## src/rtl/cart_pkg.sv

```systemverilog
package cart_pkg;
  localparam int CART_CODE_W = 4;
  localparam int CART_VAL_W  = 14;
  localparam int CART_TAX_W  = 7;
  localparam int CART_TAX_BASE = 100;

  typedef enum logic [2:0] {
    OP_IDLE     = 3'd0,
    OP_LOAD     = 3'd1,
    OP_ADD      = 3'd2,
    OP_REMOVE   = 3'd3,
    OP_COUPON   = 3'd4,
    OP_CHECKOUT = 3'd5
  } cart_op_e;

  typedef struct packed {
    logic                  coupon;
    logic [CART_VAL_W-1:0] value;
  } cart_entry_t;
endpackage

```

## src/rtl/cart_table.sv

```systemverilog
module cart_table
  import cart_pkg::*;
#(
  parameter int CODE_W = CART_CODE_W,
  parameter int VAL_W  = CART_VAL_W
) (
  input  logic              clk_i,
  input  logic              rst_ni,
  input  logic [CODE_W-1:0] code_i,
  input  logic              we_i,
  input  logic [VAL_W-1:0]  wr_value_i,
  input  logic              wr_coupon_i,
  input  logic              rd_en_i,
  output logic [VAL_W-1:0]  rd_value_o,
  output logic              rd_coupon_o
);
  localparam int DEPTH   = 1 << CODE_W;
  localparam int ENTRY_W = VAL_W + 1;

  logic [DEPTH-1:0][ENTRY_W-1:0] mem_q, mem_d;
  logic [ENTRY_W-1:0]            rd_q, rd_d;

  always_comb begin
    mem_d = mem_q;
    if (we_i) mem_d[code_i] = {wr_coupon_i, wr_value_i};
  end

  always_comb begin
    rd_d = rd_q;
    if (rd_en_i) rd_d = mem_q[code_i];
  end

  always_ff @(posedge clk_i or negedge rst_ni) begin
    if (!rst_ni) begin
      mem_q <= '0;
      rd_q  <= '0;
    end else begin
      mem_q <= mem_d;
      rd_q  <= rd_d;
    end
  end

  assign rd_coupon_o = rd_q[ENTRY_W-1];
  assign rd_value_o  = rd_q[VAL_W-1:0];


  write_only_on_load_chk: assert property (@(posedge clk_i) disable iff (!rst_ni)
    !we_i |=> $stable(mem_q));
endmodule

```

## src/rtl/cart_addsub.sv

```systemverilog
module cart_addsub #(
  parameter int W = 14
) (
  input  logic [W-1:0] a_i,
  input  logic [W-1:0] b_i,
  input  logic         cin_i,
  output logic [W-1:0] sum_o,
  output logic         cout_o
);
  logic [W:0] wide;
  logic [W-1:0] b_eff;

  always_comb begin
    b_eff = b_i ^ {W{cin_i}};
    wide  = {1'b0, a_i} + {1'b0, b_eff} + {{W{1'b0}}, cin_i};
  end

  assign sum_o  = wide[W-1:0];
  assign cout_o = wide[W];
endmodule

```

## src/rtl/cart_mult.sv

```systemverilog
module cart_mult #(
  parameter int A_W = 14,
  parameter int B_W = 7
) (
  input  logic [A_W-1:0]     a_i,
  input  logic [B_W-1:0]     b_i,
  output logic [A_W+B_W-1:0] p_o
);
  localparam int P_W = A_W + B_W;

  logic [B_W-1:0][P_W-1:0] pp;

  for (genvar i = 0; i < B_W; i++) begin : g_pp
    assign pp[i] = b_i[i] ? (P_W'(a_i) << i) : '0;
  end

  always_comb begin
    p_o = '0;
    for (int k = 0; k < B_W; k++) p_o = p_o + pp[k];
  end
endmodule

```

## src/rtl/cart_total.sv

```systemverilog
module cart_total
  import cart_pkg::*;
(
  input  logic                             clk_i,
  input  logic                             rst_ni,
  input  logic [2:0]                       op_i,
  input  logic [CART_CODE_W-1:0]           code_i,
  input  logic [CART_VAL_W-1:0]            wr_value_i,
  input  logic                             wr_coupon_i,
  input  logic [CART_TAX_W-1:0]            tax_pct_i,
  output logic [CART_VAL_W-1:0]            last_value_o,
  output logic [CART_VAL_W-1:0]            total_o,
  output logic [CART_VAL_W+CART_TAX_W-1:0] bill_o,
  output logic                             err_o
);
  localparam int VAL_W    = CART_VAL_W;
  localparam int TAX_W    = CART_TAX_W;
  localparam int FACT_W   = TAX_W + 1;
  localparam int PROD_W   = VAL_W + TAX_W;
  localparam logic [VAL_W-1:0]  VAL_MAX  = '1;
  localparam logic [FACT_W-1:0] FACT_MAX = FACT_W'((1 << TAX_W) - 1);
  localparam logic [FACT_W-1:0] FACT_BASE = FACT_W'(CART_TAX_BASE);

  // reset synchronizer: assert asynchronously, release on clock
  logic [1:0] rst_sync_q;
  logic       rst_sync_n;
  always_ff @(posedge clk_i or negedge rst_ni) begin
    if (!rst_ni) rst_sync_q <= 2'b00;
    else         rst_sync_q <= {rst_sync_q[0], 1'b1};
  end
  assign rst_sync_n = rst_sync_q[1];

  // stage 1: decode and table lookup
  cart_op_e          dec_op;
  logic              is_lookup;
  logic              tbl_we;
  logic [FACT_W-1:0] fact_d;

  always_comb begin
    case (op_i)
      3'd1:    dec_op = OP_LOAD;
      3'd2:    dec_op = OP_ADD;
      3'd3:    dec_op = OP_REMOVE;
      3'd4:    dec_op = OP_COUPON;
      3'd5:    dec_op = OP_CHECKOUT;
      default: dec_op = OP_IDLE;
    endcase
    is_lookup = (dec_op == OP_ADD) || (dec_op == OP_REMOVE) || (dec_op == OP_COUPON);
    tbl_we    = (dec_op == OP_LOAD);
    fact_d    = {1'b0, tax_pct_i} + FACT_BASE;
  end

  logic [VAL_W-1:0] look_value;
  logic             look_cpn;

  cart_table #(.CODE_W(CART_CODE_W), .VAL_W(VAL_W)) u_table (
    .clk_i       (clk_i),
    .rst_ni      (rst_sync_n),
    .code_i      (code_i),
    .we_i        (tbl_we),
    .wr_value_i  (wr_value_i),
    .wr_coupon_i (wr_coupon_i),
    .rd_en_i     (is_lookup),
    .rd_value_o  (look_value),
    .rd_coupon_o (look_cpn)
  );

  cart_op_e          s1_op_q, s1_op_d;
  logic [FACT_W-1:0] s1_fact_q, s1_fact_d;

  always_comb begin
    s1_op_d   = dec_op;
    s1_fact_d = s1_fact_q;
    if (dec_op == OP_CHECKOUT) s1_fact_d = fact_d;
  end

  always_ff @(posedge clk_i or negedge rst_sync_n) begin
    if (!rst_sync_n) begin
      s1_op_q   <= OP_IDLE;
      s1_fact_q <= '0;
    end else begin
      s1_op_q   <= s1_op_d;
      s1_fact_q <= s1_fact_d;
    end
  end

  // stage 2: arithmetic and total update
  logic [VAL_W-1:0]  total_q, total_d;
  logic [PROD_W-1:0] bill_q, bill_d;
  logic              err_q, err_d;
  logic [VAL_W-1:0]  as_sum;
  logic              as_cout;
  logic              as_sub;
  logic [PROD_W-1:0] prod;

  assign as_sub = (s1_op_q != OP_ADD);

  cart_addsub #(.W(VAL_W)) u_addsub (
    .a_i    (total_q),
    .b_i    (look_value),
    .cin_i  (as_sub),
    .sum_o  (as_sum),
    .cout_o (as_cout)
  );

  cart_mult #(.A_W(VAL_W), .B_W(TAX_W)) u_mult (
    .a_i (total_q),
    .b_i (s1_fact_q[TAX_W-1:0]),
    .p_o (prod)
  );

  always_comb begin
    total_d = total_q;
    bill_d  = bill_q;
    err_d   = err_q;
    case (s1_op_q)
      OP_ADD: begin
        if (look_cpn) begin
          err_d = 1'b1;
        end else if (as_cout) begin
          total_d = VAL_MAX;
          err_d   = 1'b1;
        end else begin
          total_d = as_sum;
          err_d   = 1'b0;
        end
      end
      OP_REMOVE, OP_COUPON: begin
        if ((s1_op_q == OP_COUPON) != look_cpn) begin
          err_d = 1'b1;
        end else if (!as_cout) begin
          total_d = '0;
          err_d   = 1'b1;
        end else begin
          total_d = as_sum;
          err_d   = 1'b0;
        end
      end
      OP_CHECKOUT: begin
        if (s1_fact_q > FACT_MAX) begin
          err_d = 1'b1;
        end else begin
          bill_d = prod;
          err_d  = 1'b0;
        end
      end
      default: ;
    endcase
  end

  always_ff @(posedge clk_i or negedge rst_sync_n) begin
    if (!rst_sync_n) begin
      total_q <= '0;
      bill_q  <= '0;
      err_q   <= 1'b0;
    end else begin
      total_q <= total_d;
      bill_q  <= bill_d;
      err_q   <= err_d;
    end
  end

  assign last_value_o = look_value;
  assign total_o      = total_q;
  assign bill_o       = bill_q;
  assign err_o        = err_q;


  kind_mismatch_hold_chk: assert property (@(posedge clk_i) disable iff (!rst_sync_n)
    (((s1_op_q == OP_ADD) || (s1_op_q == OP_REMOVE)) && look_cpn) ||
    ((s1_op_q == OP_COUPON) && !look_cpn)
    |=> $stable(total_q) && err_q);


  add_no_fall_chk: assert property (@(posedge clk_i) disable iff (!rst_sync_n)
    (s1_op_q == OP_ADD) |=> total_q >= $past(total_q));


  subtract_no_rise_chk: assert property (@(posedge clk_i) disable iff (!rst_sync_n)
    ((s1_op_q == OP_REMOVE) || (s1_op_q == OP_COUPON)) |=> total_q <= $past(total_q));


  checkout_keeps_total_chk: assert property (@(posedge clk_i) disable iff (!rst_sync_n)
    (s1_op_q == OP_CHECKOUT) |=> $stable(total_q));


  idle_holds_chk: assert property (@(posedge clk_i) disable iff (!rst_sync_n)
    ((s1_op_q == OP_IDLE) || (s1_op_q == OP_LOAD))
    |=> $stable(total_q) && $stable(err_q) && $stable(bill_q));
endmodule

```

## config.mk

```make
export PLATFORM = sky130hd
export DESIGN_NAME = cart_total
export DESIGN_NICKNAME = d
export VERILOG_FILES = /design/src/rtl/cart_pkg.sv /design/src/rtl/cart_table.sv /design/src/rtl/cart_addsub.sv /design/src/rtl/cart_mult.sv /design/src/rtl/cart_total.sv
export SDC_FILE = /design/constraint.sdc
export NUM_CORES = 1
export LEC_CHECK = 0
export ABC_AREA = 1
export BUFFER_PORTS_ARGS = -buffer_cell sky130_fd_sc_hd__buf_2
export CAP_MARGIN = 20
export CORE_MARGIN = 2
export CORE_UTILIZATION = 56
export DETAILED_ROUTE_END_ITERATION = 7
export PLACE_DENSITY = 0.77
export SYNTH_ARGS = -nofsm -noshare
export SYNTH_HDL_FRONTEND = slang
export SYNTH_SLANG_ARGS = --single-unit
```

## constraint.sdc

```tcl
create_clock -name clk_i -period 9.3 [get_ports clk_i]
set_input_delay 1.395 -clock clk_i [delete_from_list [all_inputs] [get_ports clk_i]]
set_output_delay 1.395 -clock clk_i [all_outputs]
set_load 0.005 [all_outputs]
```

==> results of run 1 <==
[power groups by stage]
| stage | logic [mW] | registers (mW) | clock network, mW |
|---|---|---|---|
| floorplan | 1.80 | 1.74 | 0 |
| global placement | 2.21 | 1.85 | 0 |
| detailed placement | 2.27 | 1.87 | 0 |
| CTS | 2.29 | 1.85 | 1.37 |
| global route | 2.69 | 1.88 | 1.43 |
| finish | 2.28 | 1.85 | 1.35 |
[final timing paths]
kind,slack [ns],depth (start not counted),to,from
worst max-delay path,4.86,17,bill_o[18],s1_fact_q[3]
max in group asynchronous,6.63,2,u_table.mem_q[171],rst_sync_q[1]
worst min register to register,0.35,0,rst_sync_q[1],rst_sync_q[0]
worst max register to register,4.86,17,bill_o[18],s1_fact_q[3]
worst min-delay path,0.35,0,rst_sync_q[1],rst_sync_q[0]
min in group asynchronous,0.41,0,bill_o[1],rst_sync_q[1]
[cell usage in the layout (no fill, tap or decap), drive strengths merged]
cell type / synthesis / routed
a22oi: 90 / 90
clkinvlp: 0 / 1
nand2: 766 / 766
ha: 50 / 50
conb: 1 / 1
or2: 2 / 2
nor3: 6 / 6
o21ai: 258 / 258
buf: 37 / 106
clkinv: 3 / 11
clkbuf: 84 / 43
inv: 219 / 221
nand3: 61 / 61
nand4: 27 / 27
a21o: 4 / 4
a21oi: 28 / 28
nand3b: 3 / 3
bufinv: 0 / 3
xnor2: 18 / 18
fa: 63 / 63
o21bai: 3 / 3
xor2: 9 / 9
o31ai: 1 / 1
dfrtp: 304 / 304
nor2: 58 / 58
[metrics by stage]
step                      instance area (um2)  setup slack, ns  utilization, %  std cells
after floorplan                         16900            0.200               -       2095
after global placement                  17500             5.00            58.9       2467
after detailed placement                17600             4.91            59.1       2469
after CTS                               18700             4.85            62.9       2526
after global routing                    18700             4.61            63.0       2527
final                                   18700             4.86            63.0       2527
[state kept, by name, indices dropped and copies added, names as in the netlist]
register / cells
u_table.mem_q: 240
s1_op_q: 3
total_o: 14
bill_o: 21
u_table.rd_q: 15
rst_sync_q: 2
s1_fact_q: 8
err_o: 1
[layout make-up]
class / instances / share of cell area [%]
flip-flops and latches: 304 / 40.7
repair buffers: 106 / 3.57
well taps: 390 / 2.61
clock buffers: 43 / 4.99
clock inverters: 14 / 1.00
multi-input cells: 1448 / 42.7
inverters: 222 / 4.45
[cell families after synthesis]
logic type | Yosys count
buffers and inverters | 343
xor gates and xnor gates | 27
DFF | 304
AOI/OAI and AO/OA | 384
and+or+nand+nor | 923
adders and majority gates | 113
other | 1
[per-layer routing]
metal	routed length (um)	vias to the layer above
li1	-	6694
met1	18000	6989
met2	21700	615
met3	3680	122
met4	1670	2
met5	9	-
==> metrics.txt, run 1 <==
# TYPE chip_impl_metric gauge
chip_impl_metric{name="share_comb_of_total_power",unit="%"} 41.6
chip_impl_metric{name="power.leakage",unit="nW"} 10.0
chip_impl_metric{name="worst_ep_arrival_time",unit="ns"} 4.85
chip_impl_metric{name="floorplan.io_pins",unit=""} 81
chip_impl_metric{name="timing.final.max_slew_violations",unit=""} 0
chip_impl_metric{name="drtIter0Drc",unit=""} 1389
chip_impl_info{name="critical_path.top_delay_family",value="adder cells"} 1
chip_impl_metric{name="synth_fa_ha_area_share",unit="%"} 11.2
chip_impl_metric{name="worstMarginPinSlew",unit="ns"} 0.953
chip_impl_metric{name="ys_seq_area_share",unit="%"} 45.0
chip_impl_metric{name="grt.met2_usage",unit="%"} 49.8
chip_impl_metric{name="avgViaCountPerCell",unit=""} 5.71
chip_impl_metric{name="number_of_synthesized_flops_with_an_enable_pin",unit=""} 0
chip_impl_metric{name="pwr-share-seq",unit="%"} 33.8
chip_impl_metric{name="number_of_post_cts_setup_repair_buffers",unit=""} 0
chip_impl_metric{name="simple_gate_share_of_the_synthesized_area",unit="%"} 21.7
chip_impl_metric{name="diodes",unit=""} 0
chip_impl_metric{name="gr-usage-all-layers",unit="%"} 29.8
chip_impl_metric{name="firstDrtPassIters",unit=""} 6
chip_impl_info{name="yosysMostFrequentCell",value="sky130_fd_sc_hd__nand2_1"} 1
chip_impl_metric{name="ctsHoldBuffers",unit=""} 0
chip_impl_metric{name="power.density",unit="nW/um2"} 293
chip_impl_info{name="synth_top_cell_by_area",value="sky130_fd_sc_hd__dfrtp_1"} 1
chip_impl_info{name="clock-root-buffer",value="sky130_fd_sc_hd__clkbuf_16"} 1
chip_impl_metric{name="drive_above_1_share",unit="%"} 8.28
chip_impl_info{name="tritoncts",value="built"} 1
chip_impl_metric{name="area.growth.synth_to_final",unit="%"} 10.6
chip_impl_info{name="setup.worst_path.class",value="register to register"} 1
chip_impl_metric{name="dpl.hpwl",unit="um"} 28700
chip_impl_info{name="synthFlopType",value="sky130_fd_sc_hd__dfrtp_1"} 1
chip_impl_metric{name="total_power",unit="mW"} 5.49
chip_impl_metric{name="post_synth_instance_area",unit="um2"} 16900
chip_impl_metric{name="seqCellArea",unit="um2"} 7610
chip_impl_metric{name="routed-via-count",unit=""} 14422
chip_impl_metric{name="cts.clk_slew.worst_paths",unit="ns"} 0.06
chip_impl_metric{name="report.final.hold_viol_count",unit=""} 0
chip_impl_metric{name="nNetsFinal",unit=""} 2260
chip_impl_metric{name="final.setup.tns",unit="ns"} 0
chip_impl_metric{name="gr-usage-met3",unit="%"} 5.36
chip_impl_info{name="rsz0062_at_grt",value="false"} 1
chip_impl_metric{name="postSynthRegisterBits",unit=""} 304
chip_impl_metric{name="detail_route.drc_violations",unit=""} 0
chip_impl_metric{name="cts-htree-levels",unit=""} 2
chip_impl_metric{name="synth_cell_type_count",unit=""} 30
chip_impl_metric{name="synthCells",unit=""} 2095
chip_impl_info{name="end_kind",value="register"} 1
chip_impl_info{name="critical_path.slowest_cell",value="sky130_fd_sc_hd__dfrtp_1"} 1
chip_impl_metric{name="ctsResizeCount",unit=""} 0
chip_impl_metric{name="maxClockFrequency",unit="MHz"} 225
chip_impl_metric{name="detail-route-antenna-nets",unit=""} 0
chip_impl_info{name="crit_path_cell_trace",value="nand2_1 -> fa_1 -> fa_1 -> inv_1 -> fa_1 -> inv_1 -> fa_1 -> inv_1 -> ha_1 -> nand2_1 -> inv_1 -> a21oi_1 -> nor2_1 -> nor2_1 -> nand3_1 -> nand3_1 -> nand2_1"} 1
chip_impl_info{name="synth.top_cells.by_area",value="sky130_fd_sc_hd__dfrtp_1, sky130_fd_sc_hd__nand2_1, sky130_fd_sc_hd__fa_1"} 1
chip_impl_metric{name="cap_violations",unit=""} 0
chip_impl_metric{name="synthDominantCellAreaShare",unit="%"} 45.0
chip_impl_metric{name="vdd_ir_drop_max",unit="V"} 0.000218
chip_impl_metric{name="die-area",unit="um2"} 31600
chip_impl_metric{name="rows",unit=""} 63
chip_impl_metric{name="finalClockSkew",unit="ns"} 0.0135
chip_impl_metric{name="grt_start_max_net_pins",unit=""} 176
chip_impl_metric{name="grt_antenna_before_repair",unit=""} 2
chip_impl_metric{name="core",unit="um2"} 29700
chip_impl_metric{name="average_cell_area_after_synthesis",unit="um2"} 8.08
chip_impl_metric{name="share_of_synthesized_registers_carrying_an_async_set_or_reset",unit="%"} 100
chip_impl_metric{name="cp.buffers_inverters",unit=""} 4
chip_impl_metric{name="portBuffers",unit=""} 80
chip_impl_metric{name="global_route.usage.met1",unit="%"} 38.6
chip_impl_metric{name="power.switching",unit="mW"} 2.21
chip_impl_metric{name="cts.path.max_buffers",unit=""} 3
chip_impl_metric{name="finalCritPeriodShare",unit="%"} 47.8
chip_impl_info{name="synth.top_cells.by_count",value="sky130_fd_sc_hd__nand2_1, sky130_fd_sc_hd__dfrtp_1, sky130_fd_sc_hd__inv_1"} 1
chip_impl_metric{name="internal_power_component",unit="mW"} 3.28
chip_impl_metric{name="cts.sinks",unit=""} 304
chip_impl_metric{name="worstSkewPairLatency",unit="ns"} 0.53
chip_impl_metric{name="synth-compound-area-share",unit="%"} 12.9
chip_impl_metric{name="holdWs",unit="ns"} 0.349
chip_impl_metric{name="multiInputGateArea",unit="um2"} 8000
chip_impl_metric{name="post-route-min-period",unit="ns"} 4.44
chip_impl_metric{name="syn_nets",unit=""} 2239
chip_impl_metric{name="switching_share_of_power",unit="%"} 40.3
chip_impl_metric{name="globalplace.congestion",unit=""} 0.889
chip_impl_metric{name="chipHeight",unit="um"} 178
chip_impl_metric{name="critical-path-max-stage-delay",unit="ns"} 0.67
chip_impl_metric{name="grt_overflow_total",unit=""} 0
chip_impl_info{name="gr-max-usage-layer",value="met2"} 1
chip_impl_metric{name="muxShareOfSynthArea",unit="%"} 0
chip_impl_metric{name="synth-warning-count",unit=""} 0
chip_impl_metric{name="tritoncts_buffers",unit=""} 34
chip_impl_metric{name="die-width",unit="um"} 178
chip_impl_info{name="startpoint_type",value="register"} 1
chip_impl_metric{name="cp_data_required_time",unit="ns"} 9.70
chip_impl_metric{name="wl_per_cell",unit="um"} 17.8
chip_impl_metric{name="grt_first_pass_wirelength",unit="um"} 74300
chip_impl_metric{name="yosys.area_share.xor_xnor",unit="%"} 1.40
chip_impl_metric{name="power_frac_clock",unit="%"} 24.6
chip_impl_metric{name="slew-limit-headroom",unit="%"} 36.3
chip_impl_metric{name="crit_path_max_fanout",unit=""} 15
chip_impl_info{name="hold_path.class",value="register to register"} 1
chip_impl_metric{name="vias_in_the_first_global_route",unit=""} 14394
chip_impl_metric{name="initial_utilization",unit="%"} 56.9
chip_impl_metric{name="number_of_fill_cells",unit=""} 2507
chip_impl_info{name="run_status",value="finished clean"} 1
chip_impl_info{name="synth_top_family_by_area",value="simple AND/OR/NAND/NOR gates"} 1
chip_impl_metric{name="wl",unit="um"} 45000
chip_impl_metric{name="setup_viol_count_final",unit=""} 0
Power figures use the tool's default switching activity.
==> run 2, diff against run 1 <==
Settings changed: ABC_AREA 1 to 0.
Clock period 9.3 ns to 4 ns, I/O delays scaled along.
==> run 2 against run 1 <==
Against the previous run: the run now ends with setup timing left; worst setup slack got worse by 5.2 ns; area after synthesis rose by 2.3%; cell count fell by 25%; clock-buffer cell count fell by 2; non-clock buffer count rose by 95; register-to-register slack got worse by 5.2 ns; design area rose by 7.6%; via count fell by 21%; sequential share of layout area fell by 2.8 points; flip-flop and latch count did not move; hold slack got worse by 0.076 ns.
==> metrics.txt, run 2 <==
# TYPE chip_impl_metric gauge
chip_impl_info{name="synth_top_cell_by_area",value="sky130_fd_sc_hd__dfrtp_1"} 1
chip_impl_metric{name="final_critical_path_setup_slack",unit="ns"} -0.332
chip_impl_metric{name="post_synth_instance_area",unit="um2"} 17300
chip_impl_metric{name="setup_viol_count_final",unit=""} 10
chip_impl_metric{name="core",unit="um2"} 30500
chip_impl_metric{name="synth_cell_type_count",unit=""} 65
chip_impl_metric{name="average_cell_area_after_synthesis",unit="um2"} 13.0
chip_impl_metric{name="gr-usage-all-layers",unit="%"} 25.6
chip_impl_info{name="synthFlopType",value="sky130_fd_sc_hd__dfrtp_1"} 1
chip_impl_metric{name="post-route-min-period",unit="ns"} 4.33
chip_impl_info{name="synth.top_cells.by_count",value="sky130_fd_sc_hd__dfrtp_1, sky130_fd_sc_hd__mux2_2, sky130_fd_sc_hd__nand2_1"} 1
chip_impl_metric{name="synthCells",unit=""} 1328
chip_impl_metric{name="met2WireLength",unit="um"} 20300
chip_impl_info{name="run_status",value="complete, but fails checks"} 1
chip_impl_metric{name="slew-limit-headroom",unit="%"} 40.4
chip_impl_metric{name="routed-via-count",unit=""} 11338
chip_impl_metric{name="vias_in_the_first_global_route",unit=""} 11872
chip_impl_metric{name="cap_violations",unit=""} 0
chip_impl_metric{name="detailroute.wirelength.met3",unit="um"} 2730
chip_impl_metric{name="total_non_filler_cell_area_in_the_finished_layout",unit="um2"} 20100
chip_impl_metric{name="initial_utilization",unit="%"} 56.7
chip_impl_metric{name="detail_route.drc_violations",unit=""} 0
chip_impl_metric{name="area.growth.synth_to_final",unit="%"} 16.4
chip_impl_metric{name="worst_ep_arrival_time",unit="ns"} 4.78
chip_impl_metric{name="cts-htree-levels",unit=""} 1
chip_impl_info{name="setup.worst_path.class",value="register to register"} 1
chip_impl_info{name="mostFrequentLayoutCell",value="sky130_fd_sc_hd__dfrtp_1"} 1
chip_impl_metric{name="crit_path_max_fanout",unit=""} 4
chip_impl_info{name="clock-root-buffer",value="sky130_fd_sc_hd__clkbuf_16"} 1
chip_impl_metric{name="chipHeight",unit="um"} 180
chip_impl_metric{name="wl_met1",unit="um"} 16800
chip_impl_metric{name="worstSkewPairLatency",unit="ns"} 0.58
chip_impl_metric{name="maxClockFrequency",unit="MHz"} 231
chip_impl_info{name="routed.top_layer",value="met5"} 1
chip_impl_info{name="end_kind",value="register"} 1
chip_impl_metric{name="cts.clk_slew.worst_paths",unit="ns"} 0.07
chip_impl_info{name="critical_path.reg2reg.startpoint",value="s1_fact_q[5]"} 1
chip_impl_metric{name="cp.buffers_inverters",unit=""} 2
chip_impl_info{name="largest_register",value="u_table.mem_q"} 1
chip_impl_info{name="hold_path.class",value="primary input to register"} 1
chip_impl_info{name="failed_checks",value="setup timing"} 1
chip_impl_metric{name="number_of_fill_cells",unit=""} 2144
chip_impl_info{name="startpoint_type",value="register"} 1
chip_impl_info{name="critical_path.slowest_cell",value="sky130_fd_sc_hd__fa_1"} 1
chip_impl_metric{name="grt_start_max_net_pins",unit=""} 106
chip_impl_metric{name="r2r_setup_slack",unit="ns"} -0.33
chip_impl_metric{name="portBuffers",unit=""} 80
chip_impl_info{name="synth.top_cells.by_area",value="sky130_fd_sc_hd__dfrtp_1, sky130_fd_sc_hd__mux2_2, sky130_fd_sc_hd__mux4_2"} 1
chip_impl_info{name="tritoncts",value="built"} 1
chip_impl_metric{name="synth-warning-count",unit=""} 0
chip_impl_metric{name="nNetsFinal",unit=""} 1627
chip_impl_metric{name="largest_register_ffs",unit=""} 240
chip_impl_metric{name="die-width",unit="um"} 180
chip_impl_metric{name="globalplace.congestion",unit=""} 0.902
chip_impl_metric{name="avgViaCountPerCell",unit=""} 5.97
chip_impl_metric{name="report.final.hold_viol_count",unit=""} 0
chip_impl_info{name="cp_common_cell",value="sky130_fd_sc_hd__fa_1"} 1
chip_impl_metric{name="wl_per_cell",unit="um"} 21.6
chip_impl_metric{name="grt_antenna_before_repair",unit=""} 4
chip_impl_metric{name="wl",unit="um"} 41000
chip_impl_metric{name="rows",unit=""} 64
chip_impl_metric{name="ys_seq_area_share",unit="%"} 44.0
chip_impl_metric{name="grt_first_pass_wirelength",unit="um"} 65100
chip_impl_metric{name="timing.final.max_slew_violations",unit=""} 0
chip_impl_metric{name="postSynthRegisterBits",unit=""} 304
chip_impl_metric{name="synthDominantCellAreaShare",unit="%"} 44.0
chip_impl_metric{name="die-area",unit="um2"} 32300
chip_impl_metric{name="finalCritPeriodShare",unit="%"} 108
chip_impl_metric{name="finalClockSkew",unit="ns"} 0.0144
chip_impl_metric{name="syn_nets",unit=""} 1472
chip_impl_info{name="rsz0062_at_grt",value="true"} 1
chip_impl_metric{name="number_of_synthesized_flops_with_an_enable_pin",unit=""} 0
chip_impl_metric{name="share_of_synthesized_registers_carrying_an_async_set_or_reset",unit="%"} 100
chip_impl_info{name="mostFrequentLayoutCells",value="sky130_fd_sc_hd__dfrtp_1, sky130_fd_sc_hd__mux2_2, sky130_fd_sc_hd__buf_4"} 1
chip_impl_info{name="yosysMostFrequentCell",value="sky130_fd_sc_hd__dfrtp_1"} 1
chip_impl_metric{name="drive_above_1_share",unit="%"} 44.8
chip_impl_metric{name="final_core_util",unit="%"} 66.0
chip_impl_metric{name="worstMarginPinSlew",unit="ns"} 0.894
chip_impl_metric{name="firstDrtPassIters",unit=""} 7
chip_impl_metric{name="cp_data_required_time",unit="ns"} 4.45
chip_impl_metric{name="detail-route-antenna-nets",unit=""} 0
chip_impl_metric{name="floorplan.io_pins",unit=""} 81
chip_impl_metric{name="dpl.hpwl",unit="um"} 27200
chip_impl_metric{name="critical-path-max-stage-delay",unit="ns"} 0.51
chip_impl_metric{name="placedInstanceArea",unit="um2"} 18700
chip_impl_info{name="worstSetupStartpoint",value="s1_fact_q[5]"} 1
chip_impl_metric{name="cts.sinks",unit=""} 304
chip_impl_info{name="crit_path_cell_trace",value="buf_12 -> and2_1 -> fa_1 -> fa_1 -> fa_1 -> fa_1 -> fa_2 -> a211oi_4 -> o21ai_2 -> a211oi_2 -> buf_4 -> o21bai_1 -> mux2i_1 -> o311ai_1"} 1
chip_impl_metric{name="cts.path.max_buffers",unit=""} 3
chip_impl_info{name="critical_path.top_delay_family",value="adder cells"} 1
chip_impl_metric{name="grt_overflow_total",unit=""} 0
chip_impl_metric{name="tritoncts_buffers",unit=""} 31
chip_impl_metric{name="drtIter0Drc",unit=""} 844
chip_impl_info{name="min-delay-start",value="tax_pct_i[0]"} 1
-- run 2: cell families after synthesis --
group	after synthesis	synth area share [%]
muxes	337	27.0
other	1	0.0217
adders and majority gates	117	11.1
DFF	304	44.0
AOI/OAI and AO/OA	138	4.93
xor gates and xnor gates	33	1.67
and+or+nand+nor	257	7.61
buffers and inverters	141	3.64
-- run 2: path summary, 6_finish.rpt --
kind / to / cells after the start
max: bill_o[17] / 14
min in group asynchronous: u_table.mem_q[101] / 0
min: s1_fact_q[0] / 2
max reg2reg: bill_o[17] / 14
min reg2reg: u_table.mem_q[101] / 0
max in group asynchronous: u_table.mem_q[54] / 1
-- run 2: per-stage QoR --
stage / TNS [ns] / setup WS, ns / hold slack [ns] / std cells
after detailed placement: -2.50 / -0.368 / 0.336 / 1818
after global placement: -1.65 / -0.247 / 0.332 / 1818
after global routing: -3.43 / -0.416 / 0.260 / 1898
after CTS: -1.74 / -0.264 / 0.252 / 1890
final: -2.01 / -0.332 / 0.273 / 1900
after floorplan: -0.0976 / -0.0517 / 0.304 / 1328
-- run 2: area by class of cell --
cell class | instances | area (um2) | share of cell area (%)
inverter | 62 | 233 | 1.16
timing repair buffer | 201 | 1410 | 7.02
clock inverter | 10 | 118 | 0.584
sequential | 304 | 7630 | 37.9
antenna | 3 | 7.51 | 0.0373
tap | 396 | 495 | 2.46
clock buffer | 41 | 843 | 4.19
multi-input combinational | 883 | 9400 | 46.7
-- run 2: timing repair --
action	CTS	global route
setup endpoints to repair	11	11
pin swaps	30	17
resized for setup	52	30
endpoints found under the hold margin	2	0
cloned	0	0
hold buffers	1	0
setup buffers	20	7
-- run 2: routing by layer --
layer	track usage, %	vias to the layer above
li1	-	5018
met1	34.3	5885
met2	42.5	343
met3	5.39	90
met4	7.12	2
met5	0	-
-- run 2: worst register-to-register path, delay by kind of cell, from the launching register on --
| kind | cells | cell delay (ns) |
|---|---|---|
| buffers and inverters | 2 | 0.29 |
| adder cells (fa/ha/maj) | 5 | 2.30 |
| AND/OR/NAND/NOR | 1 | 0.17 |
| flip-flops | 1 | 0.44 |
| multiplexers | 1 | 0.17 |
| AO/OA/AOI/OAI | 5 | 0.83 |
Power of run 2 is left out: the tool's default activity adds up to more than one toggle a clock period on the data nets, which glitch-free logic cannot reach.
